### src/rtl/dbgu_pkg.sv
package dbgu_pkg;
  localparam logic [2:0] ADR_CTRL = 3'd0;
  localparam logic [2:0] ADR_STAT = 3'd1;
  localparam logic [2:0] ADR_TXD  = 3'd2;
  localparam logic [2:0] ADR_RXD  = 3'd3;
  localparam logic [2:0] ADR_BAUD = 3'd4;

  typedef enum logic [1:0] {RX_IDLE, RX_START, RX_DATA, RX_STOP} rx_state_e;
endpackage

### src/rtl/dbgu_bittimer.sv
module dbgu_bittimer #(
  parameter int CNT_W = 16
) (
  input  logic             clk,
  input  logic             rst,
  input  logic             run,
  input  logic [CNT_W-1:0] period,
  output logic             mid,
  output logic             done
);
  logic [CNT_W-1:0] cnt;

  always_ff @(posedge clk) begin
    if (rst || !run)      cnt <= period - 1'b1;
    else if (cnt == '0)   cnt <= period - 1'b1;
    else                  cnt <= cnt - 1'b1;
  end

  assign mid  = run && (cnt == (period >> 1));
  assign done = run && (cnt == '0);
endmodule

### src/rtl/dbgu_tx.sv
module dbgu_tx #(
  parameter int DATA_W = 8,
  parameter int CNT_W  = 16
) (
  input  logic              clk,
  input  logic              rst,
  input  logic              start,
  input  logic [DATA_W-1:0] data,
  input  logic              line,
  input  logic [CNT_W-1:0]  period,
  output logic              busy,
  output logic              level,
  output logic              coll
);
  localparam int FRAME = DATA_W + 2;
  localparam int IDX_W = $clog2(FRAME);

  logic [FRAME-1:0] sh;
  logic [IDX_W-1:0] idx;
  logic             mid, done;

  dbgu_bittimer #(.CNT_W(CNT_W)) u_timer (
    .clk(clk), .rst(rst), .run(busy), .period(period), .mid(mid), .done(done)
  );

  assign level = busy ? sh[0] : 1'b1;
  assign coll  = busy && mid && sh[0] && !line;

  always_ff @(posedge clk) begin
    if (rst) begin
      busy <= 1'b0;
      sh   <= '1;
      idx  <= '0;
    end else if (start) begin
      busy <= 1'b1;
      sh   <= {1'b1, data, 1'b0};
      idx  <= '0;
    end else if (busy) begin
      if (coll) begin
        busy <= 1'b0;
      end else if (done) begin
        if (idx == IDX_W'(FRAME - 1)) busy <= 1'b0;
        else begin
          sh  <= {1'b1, sh[FRAME-1:1]};
          idx <= idx + 1'b1;
        end
      end
    end
  end

  AST_TX_ABORT: assert property (@(posedge clk) disable iff (rst) coll |=> !busy);
endmodule

### src/rtl/dbgu_rx.sv
module dbgu_rx
  import dbgu_pkg::*;
#(
  parameter int DATA_W     = 8,
  parameter int CNT_W      = 16,
  parameter int BREAK_BITS = 10
) (
  input  logic              clk,
  input  logic              rst,
  input  logic              hold,
  input  logic              line,
  input  logic [CNT_W-1:0]  period,
  output logic              done,
  output logic [DATA_W-1:0] data,
  output logic              ferr,
  output logic              brk
);
  localparam int BW = $clog2(DATA_W);
  localparam int LW = CNT_W + 4;

  rx_state_e        state;
  logic             prev, mid, tend;
  logic [BW-1:0]    nbit;
  logic [DATA_W-1:0] sh;
  logic [LW-1:0]    low_cnt, brk_lim;

  dbgu_bittimer #(.CNT_W(CNT_W)) u_timer (
    .clk(clk), .rst(rst), .run(state != RX_IDLE), .period(period), .mid(mid), .done(tend)
  );

  assign brk_lim = LW'(period) * LW'(BREAK_BITS);
  assign brk     = (low_cnt == brk_lim);

  always_ff @(posedge clk) begin
    if (rst || hold || line) low_cnt <= '0;
    else if (low_cnt <= brk_lim) low_cnt <= low_cnt + 1'b1;
  end

  always_ff @(posedge clk) begin
    if (rst) begin
      state <= RX_IDLE;
      prev  <= 1'b1;
      nbit  <= '0;
      sh    <= '0;
      done  <= 1'b0;
      data  <= '0;
      ferr  <= 1'b0;
    end else begin
      prev <= line;
      done <= 1'b0;
      if (hold) state <= RX_IDLE;
      else begin
        unique case (state)
          RX_IDLE: if (prev && !line) state <= RX_START;
          RX_START: begin
            if (mid && line) state <= RX_IDLE;
            else if (tend) begin
              state <= RX_DATA;
              nbit  <= '0;
            end
          end
          RX_DATA: begin
            if (mid) sh <= {line, sh[DATA_W-1:1]};
            if (tend) begin
              if (nbit == BW'(DATA_W - 1)) state <= RX_STOP;
              nbit <= nbit + 1'b1;
            end
          end
          RX_STOP: if (mid) begin
            done  <= 1'b1;
            data  <= sh;
            ferr  <= !line;
            state <= RX_IDLE;
          end
          default: state <= RX_IDLE;
        endcase
      end
    end
  end

  AST_RX_HOLD_IDLE: assert property (@(posedge clk) disable iff (rst) hold |=> state == RX_IDLE);
endmodule

### src/rtl/dbgu_autobaud.sv
module dbgu_autobaud #(
  parameter int CNT_W = 16,
  parameter int SHIFT = 3
) (
  input  logic             clk,
  input  logic             rst,
  input  logic             arm,
  input  logic             line,
  output logic             armed,
  output logic             done,
  output logic [CNT_W-1:0] value
);
  localparam int ACC_W = CNT_W + SHIFT;

  logic [ACC_W-1:0] acc;
  logic             meas;

  always_ff @(posedge clk) begin
    if (rst) begin
      armed <= 1'b0;
      meas  <= 1'b0;
      acc   <= '0;
      done  <= 1'b0;
      value <= '0;
    end else begin
      done <= 1'b0;
      if (arm) begin
        armed <= 1'b1;
        meas  <= 1'b0;
        acc   <= '0;
      end else if (armed) begin
        if (!line) begin
          meas <= 1'b1;
          if (acc != '1) acc <= acc + 1'b1;
        end else if (meas) begin
          armed <= 1'b0;
          meas  <= 1'b0;
          done  <= 1'b1;
          value <= acc[ACC_W-1:SHIFT];
        end
      end
    end
  end
endmodule

### src/rtl/sw_dbg_uart.sv
module sw_dbg_uart
  import dbgu_pkg::*;
#(
  parameter int DATA_W     = 8,
  parameter int BAUD_W     = 16,
  parameter int RST_BAUD   = 16,
  parameter int BREAK_BITS = 10,
  parameter int AB_SHIFT   = 3
) (
  input  logic        clk,
  input  logic        rst,
  input  logic        reg_wr,
  input  logic        reg_rd,
  input  logic [2:0]  reg_addr,
  input  logic [15:0] reg_wdata,
  output logic [15:0] reg_rdata,
  input  logic        line_in,
  output logic        pin_oe,
  output logic        pin_out,
  output logic        irq
);
  localparam int REG_W = 16;

  logic              en, gpio, goe, glvl;
  logic [3:0]        mask;
  logic              ls1, ls2;
  logic              rx_full, tx_empty, coll_f, frm_f, ovr_f, brk_f, ab_f;
  logic [DATA_W-1:0] tx_hold, rx_data;
  logic [BAUD_W-1:0] baud;

  logic wr_ctrl, wr_stat, wr_txd, wr_baud, rd_rxd;
  logic blocked, tx_start, tx_busy, tx_level, tx_coll;
  logic tx_line, rx_line, rx_hold;
  logic rx_done, rx_ferr, rx_brk;
  logic [DATA_W-1:0] rx_byte;
  logic ab_armed, ab_done;
  logic [BAUD_W-1:0] ab_val;
  logic [REG_W-1:0]  rd_mux;

  assign wr_ctrl = reg_wr && reg_addr == ADR_CTRL;
  assign wr_stat = reg_wr && reg_addr == ADR_STAT;
  assign wr_txd  = reg_wr && reg_addr == ADR_TXD;
  assign wr_baud = reg_wr && reg_addr == ADR_BAUD;
  assign rd_rxd  = reg_rd && reg_addr == ADR_RXD;

  assign blocked  = coll_f || frm_f || ovr_f || brk_f || rx_full;
  assign tx_start = !tx_empty && !tx_busy && !blocked && !gpio && !ab_armed;
  assign tx_line  = (en && !gpio) ? ls2 : tx_level;
  assign rx_line  = (en && !gpio) ? ls2 : 1'b1;
  assign rx_hold  = tx_busy || gpio || ab_armed;

  dbgu_tx #(.DATA_W(DATA_W), .CNT_W(BAUD_W)) u_tx (
    .clk(clk), .rst(rst), .start(tx_start), .data(tx_hold), .line(tx_line),
    .period(baud), .busy(tx_busy), .level(tx_level), .coll(tx_coll)
  );

  dbgu_rx #(.DATA_W(DATA_W), .CNT_W(BAUD_W), .BREAK_BITS(BREAK_BITS)) u_rx (
    .clk(clk), .rst(rst), .hold(rx_hold), .line(rx_line), .period(baud),
    .done(rx_done), .data(rx_byte), .ferr(rx_ferr), .brk(rx_brk)
  );

  dbgu_autobaud #(.CNT_W(BAUD_W), .SHIFT(AB_SHIFT)) u_ab (
    .clk(clk), .rst(rst), .arm(wr_ctrl && reg_wdata[4]), .line(rx_line),
    .armed(ab_armed), .done(ab_done), .value(ab_val)
  );

  always_comb begin
    rd_mux = '0;
    unique case (reg_addr)
      ADR_CTRL: rd_mux = {4'b0, mask, 3'b0, ab_armed, glvl, goe, gpio, en};
      ADR_STAT: rd_mux = {7'b0, tx_busy, ls2, ab_f, brk_f, ovr_f, frm_f, coll_f, tx_empty, rx_full};
      ADR_RXD:  rd_mux = REG_W'(rx_data);
      ADR_BAUD: rd_mux = REG_W'(baud);
      default:  rd_mux = '0;
    endcase
  end

  always_ff @(posedge clk) begin
    if (rst) begin
      {en, gpio, goe, glvl} <= '0;
      mask      <= '0;
      ls1       <= 1'b1;
      ls2       <= 1'b1;
      rx_full   <= 1'b0;
      tx_empty  <= 1'b1;
      {coll_f, frm_f, ovr_f, brk_f, ab_f} <= '0;
      tx_hold   <= '0;
      rx_data   <= '0;
      baud      <= BAUD_W'(RST_BAUD);
      irq       <= 1'b0;
      pin_oe    <= 1'b0;
      pin_out   <= 1'b0;
      reg_rdata <= '0;
    end else begin
      ls1 <= line_in;
      ls2 <= ls1;
      if (wr_ctrl) begin
        {glvl, goe, gpio, en} <= reg_wdata[3:0];
        mask <= reg_wdata[11:8];
      end
      if (wr_txd) begin
        tx_hold  <= reg_wdata[DATA_W-1:0];
        tx_empty <= 1'b0;
      end else if (tx_start) tx_empty <= 1'b1;
      if (rx_done && !rx_full) begin
        rx_data <= rx_byte;
        rx_full <= 1'b1;
      end else if (rd_rxd) rx_full <= 1'b0;
      coll_f <= (coll_f && !(wr_stat && reg_wdata[2])) || tx_coll;
      frm_f  <= (frm_f  && !(wr_stat && reg_wdata[3])) || (rx_done && !rx_full && rx_ferr);
      ovr_f  <= (ovr_f  && !(wr_stat && reg_wdata[4])) || (rx_done && rx_full);
      brk_f  <= (brk_f  && !(wr_stat && reg_wdata[5])) || rx_brk;
      ab_f   <= (ab_f   && !(wr_stat && reg_wdata[6])) || ab_done;
      if (ab_done) baud <= ab_val;
      else if (wr_baud) baud <= reg_wdata[BAUD_W-1:0];
      irq     <= |(mask & {brk_f, ab_f, tx_empty, rx_full || frm_f || ovr_f});
      pin_oe  <= gpio ? goe : (en && tx_busy && !tx_level);
      pin_out <= gpio && glvl;
      if (reg_rd) reg_rdata <= rd_mux;
    end
  end

  AST_OD_NO_HIGH: assert property (@(posedge clk) disable iff (rst) !gpio |=> !(pin_oe && pin_out));
  AST_QUIET_OFF: assert property (@(posedge clk) disable iff (rst) (!en && !gpio) |=> !pin_oe);
  AST_NO_START_BLOCKED: assert property (@(posedge clk) disable iff (rst) (blocked && !tx_busy) |=> !tx_busy);
  AST_OVR_KEEPS: assert property (@(posedge clk) disable iff (rst) (rx_done && rx_full) |=> $stable(rx_data));
  AST_FRM_STICKY: assert property (@(posedge clk) disable iff (rst) (frm_f && !(wr_stat && reg_wdata[3])) |=> frm_f);
endmodule

### config.mk
export PLATFORM = sky130hd
export DESIGN_NAME = sw_dbg_uart
export DESIGN_NICKNAME = d
export VERILOG_FILES = /design/src/rtl/dbgu_pkg.sv /design/src/rtl/dbgu_bittimer.sv /design/src/rtl/dbgu_tx.sv /design/src/rtl/dbgu_rx.sv /design/src/rtl/dbgu_autobaud.sv /design/src/rtl/sw_dbg_uart.sv
export SDC_FILE = /design/constraint.sdc
export NUM_CORES = 1
export LEC_CHECK = 0
export BUFFER_PORTS_ARGS = -buffer_cell sky130_fd_sc_hd__buf_2
export CAP_MARGIN = 20
export CORE_MARGIN = 2
export CORE_UTILIZATION = 64
export CTS_CLUSTER_SIZE = 16
export DETAILED_ROUTE_END_ITERATION = 8
export GPL_ROUTABILITY_DRIVEN = 0
export HOLD_SLACK_MARGIN = 0.08
export PLACE_DENSITY_LB_ADDON = 0.15
export SLEW_MARGIN = 10
export SYNTH_ARGS = -nofsm -noshare
export SYNTH_HDL_FRONTEND = slang
export SYNTH_SLANG_ARGS = --single-unit
### constraint.sdc
create_clock -name clk -period 14.01 [get_ports clk]
set_input_delay 1.401 -clock clk [delete_from_list [all_inputs] [get_ports clk]]
set_output_delay 1.401 -clock clk [all_outputs]
set_load 0.05 [all_outputs]
==> results by group <==
Outcome
  • Status: finished, final reports clean

Cells and area
  • Synth-to-Final Area Change: 8.39%
  • Share of layout cells above drive strength 1: 8.24%
  • ANT cells: 0
  • Nets: around 1300
  • # fillers: ~1300

STA
  • Fin. Hold Viols: 0
  • Fmax: ~200 MHz
  • RSZ-0062 raised after global routing: false
  • Hold Worst Slack: roughly 420 ps
  • Post-Route Setup TNS: 0 ps
  • Pins Over Slew Limit: 0
  • Final period utilization: 35.5%
  • Min Tclk post-route: 4970 ps
  • Final setup fails: 0
  • Rel. slew slack: a little under a third
  • Worst Max-Slew Pin Slew: 1030 ps
  • Fin Clk Skew: 12.8 ps

Detailed routing
  • Iteration-0 DRC Markers: roughly 760
  • Drt total wl: between 20 and 30 mm
  • Antenna Nets Post-Route: 0
  • DR WL/cell: approximately 17 microns
  • Vias per cell: slightly below 6
  • Detailed Routing Iterations Pass 1: 5
  • DRC viols: 0
  • Via count: between 8000 and 9000

Setup path
  • Reg-to-Reg Start: baud[2]
  • Crit-path most repeated cell: ha_1
  • Critical path cell sequence: ha_1 -> ha_1 -> inv_1 -> fa_1 -> nor2b_1 -> o21ai_0 -> o22ai_1 -> a31oi_1 -> o211a_1 -> a311oi_1 -> ha_1 -> nand2_1 -> o21ai_0 -> a2111oi_2 -> nand2_1 -> or4_1 -> a21oi_1
  • Buf/Inv on CP: 1
  • Critical path type: flip-flop to flip-flop
  • FF-to-FF setup slack: 9040 ps
  • CP top delay family: compound AO/OA/AOI/OAI gates
  • Crit Path Max Fanout: 11
  • Slowest cell on crit path: dfxtp_1
  • CP endpoint kind: flip-flop
  • R2r endpoint: u_rx.low_cnt[19]
  • Max incr delay on CP: roughly 640 ps
  • Critical path required time: between 10000 and 15000 ps
  • Critical path arrival: about 5300 ps
  • CP startpoint kind: flip-flop
  • FF-to-FF path depth: 17

Global routing
  • GR Util met2: 47.0%
  • First-pass GRT wire length: between 40 and 50 mm
  • Antenna violations before repair: 0
  • Congestion Overflow GR: 0
  • Largest net degree at the start of global routing: 73
  • GR peak layer: met2
  • Total track usage: between 20% and 30%
  • Met1 Usage GRT: approximately two fifths
  • GRT met3 Usage: roughly 5.3%
  • Vias in the first global route: a little over 8000

Synth
  • Synth area leader: dfxtp_1
  • Count leader, synth: dfxtp_1
  • Seq cells post-synth: 196
  • Yosys warnings: 0
  • Gate Count Post-Synth: between 1000 and 1500
  • Most frequent cells after synthesis: dfxtp_1, nand2_1, nor2_1
  • Synth Flop Type: dfxtp_1
  • FFs w/ async S/R, synth: 0%
  • Syn nets: 1326
  • Cell Area, Synth: ~11000 sq um
  • EDFF count, synth: 0
  • Mean post-synth cell area: around 8.5 sq um
  • Synth top area share: roughly 37%
  • Synth area leaders: dfxtp_1, mux2i_1, ha_1
  • Netlist cell types: between 60 and 70
  • Sequential fraction of the synthesis area: 37.3%

Hold path
  • Worst Hold Launch: ls1
  • Hold Crit Class: flip-flop to flip-flop
  • Hold Path Sink: ls2
  • Hold Path Cell Cnt: 1

Floorplan
  • I/O pin count: between 40 and 50
  • Die height: about 130 microns
  • Die area: 17500 sq um
  • Initial Utilization: 65.9%
  • Num rows: 46
  • Core area: 15900 sq um
  • Die W: around 130 microns

Clock network
  • Post-CTS resize count: 0
  • Clock Tree Root: clkbuf_16
  • CTS tree: done
  • CTS buffer count: 17
  • # hold bufs at CTS: 0
  • Clock-pin slew on the worst setup and hold paths: around 70 ps
  • H-Tree Depth: 4
  • CTS Sinks: approximately 200
  • Post-CTS Setup Bufs: 0
  • Max clock buf depth: 2
  • Clk_lat worst skew: ~440 ps

Placed design
  • Hpwl dp: 18.0 mm
  • I/O Buffers: 42

Job
  • Max cap viols: 0

Power and ir drop
  • VDD IR max: roughly 0.000085 V
  • Leakage power: roughly 4.4 nW
  • PwrDens: 104 nW/um^2
worst max path at each step:
stage / slack [ps] / cells past startpoint / from / to
after floorplan: 9580 / 17 / baud[2] / u_rx.low_cnt[1]
after global placement: 9090 / 15 / baud[2] / u_rx.low_cnt[19]
after detailed placement: 8820 / 15 / baud[2] / u_rx.low_cnt[19]
after CTS: 8790 / 15 / baud[2] / u_rx.low_cnt[19]
after global routing: 8620 / 17 / baud[2] / u_rx.low_cnt[19]
final: 9040 / 17 / baud[2] / u_rx.low_cnt[19]
cell usage in the layout (no fill, tap or decap), drive strengths merged, types with 6 or more instances in the layout:
cell type and count:
o21ai 44, nor2 138, or3 22, a31oi 12, and3 11, nand3 31
nand2 145, nor3 25, buf 50, xnor2 44, o211ai 6, nand2b 26
ha 58, nor4 20, clkbuf 17, dfxtp 196, nor2b 19, inv 33
mux2i 88, xor2 59, clkinv 7, nand4 19, or4 11, a21oi 116
per-layer routing:
metal  part of all wire [%]  vias to the layer above
met4                    3.0                        0
met1                     45                     4112
met5                      0                        -
met3                    5.6                       59
met2                     46                      278
li1                       -                     4330
cell families (layout without fill, tap and decap cells):
kind of cell,Yosys count,after routing,synth area share [%]
AND/OR/NAND/NOR,490,490,22.5
AO/OA/AOI/OAI,212,212,11.8
flip-flops,196,196,37.3
XOR/XNOR,103,103,8.58
multiplexers,92,92,8.81
buffers and inverters,91,110,3.88
adder cells (fa/ha/maj),59,59,7.10
report_power, final:
part	switching (mW)	internal, mW	total (mW)
sequential	0.0147	0.566	0.581
combinational	0.0511	0.0316	0.0826
clock	0.246	0.275	0.521
total	0.312	0.873	1.18
sequential cells by signal, indices dropped and copies added (netlist names), 3 cells and up, named ones only:
signal and flops:
u_rx.low_cnt 20, u_ab.acc 19, baud 16, reg_rdata 16
u_ab.value 16, u_rx.u_timer.cnt 16, u_tx.u_timer.cnt 16, u_tx.sh 9
rx_data 8, tx_hold 8, u_rx.data 8, u_rx.sh 8
mask 4, u_tx.idx 4, u_rx.nbit 3
metrics by stage:
stage          std cells  util (%)  total power, mW  instance area (sq um)  setup WS (ps)
2_1_floorplan       1243         -            0.650                  10500           9580
3_3_place_gp        1443      67.3            0.671                  10700           9090
3_5_place_dp        1443      67.3            0.673                  10700           8820
4_1_cts             1475      71.3             1.19                  11400           8790
5_1_grt             1478      71.4             1.22                  11400           8620
6_report            1478      71.4             1.18                  11400           9040
cell type report:
cell class              instances  area [sq um]  share of cell area, %
clock buffers                  17           425                   3.73
clock inverters                15           208                   1.82
inverters                      27           101                  0.890
multi-input cells             956          6180                   54.2
flip-flops and latches        196          3920                   34.4
well taps                     216           270                   2.37
repair buffers                 51           285                   2.50
worst register-to-register path, stage by stage (launching register included):
cell and delay, ps:
dfxtp_1 640, ha_1 250, ha_1 160, inv_1 50, fa_1 410, nor2b_1 140, o21ai_0 110, o22ai_1 320
a31oi_1 240, o211a_1 270, a311oi_1 310, ha_1 300, nand2_1 100, o21ai_0 150, a2111oi_2 620, nand2_1 240
or4_1 450, a21oi_1 150
Note: power is estimated with default switching activity, not from simulation.
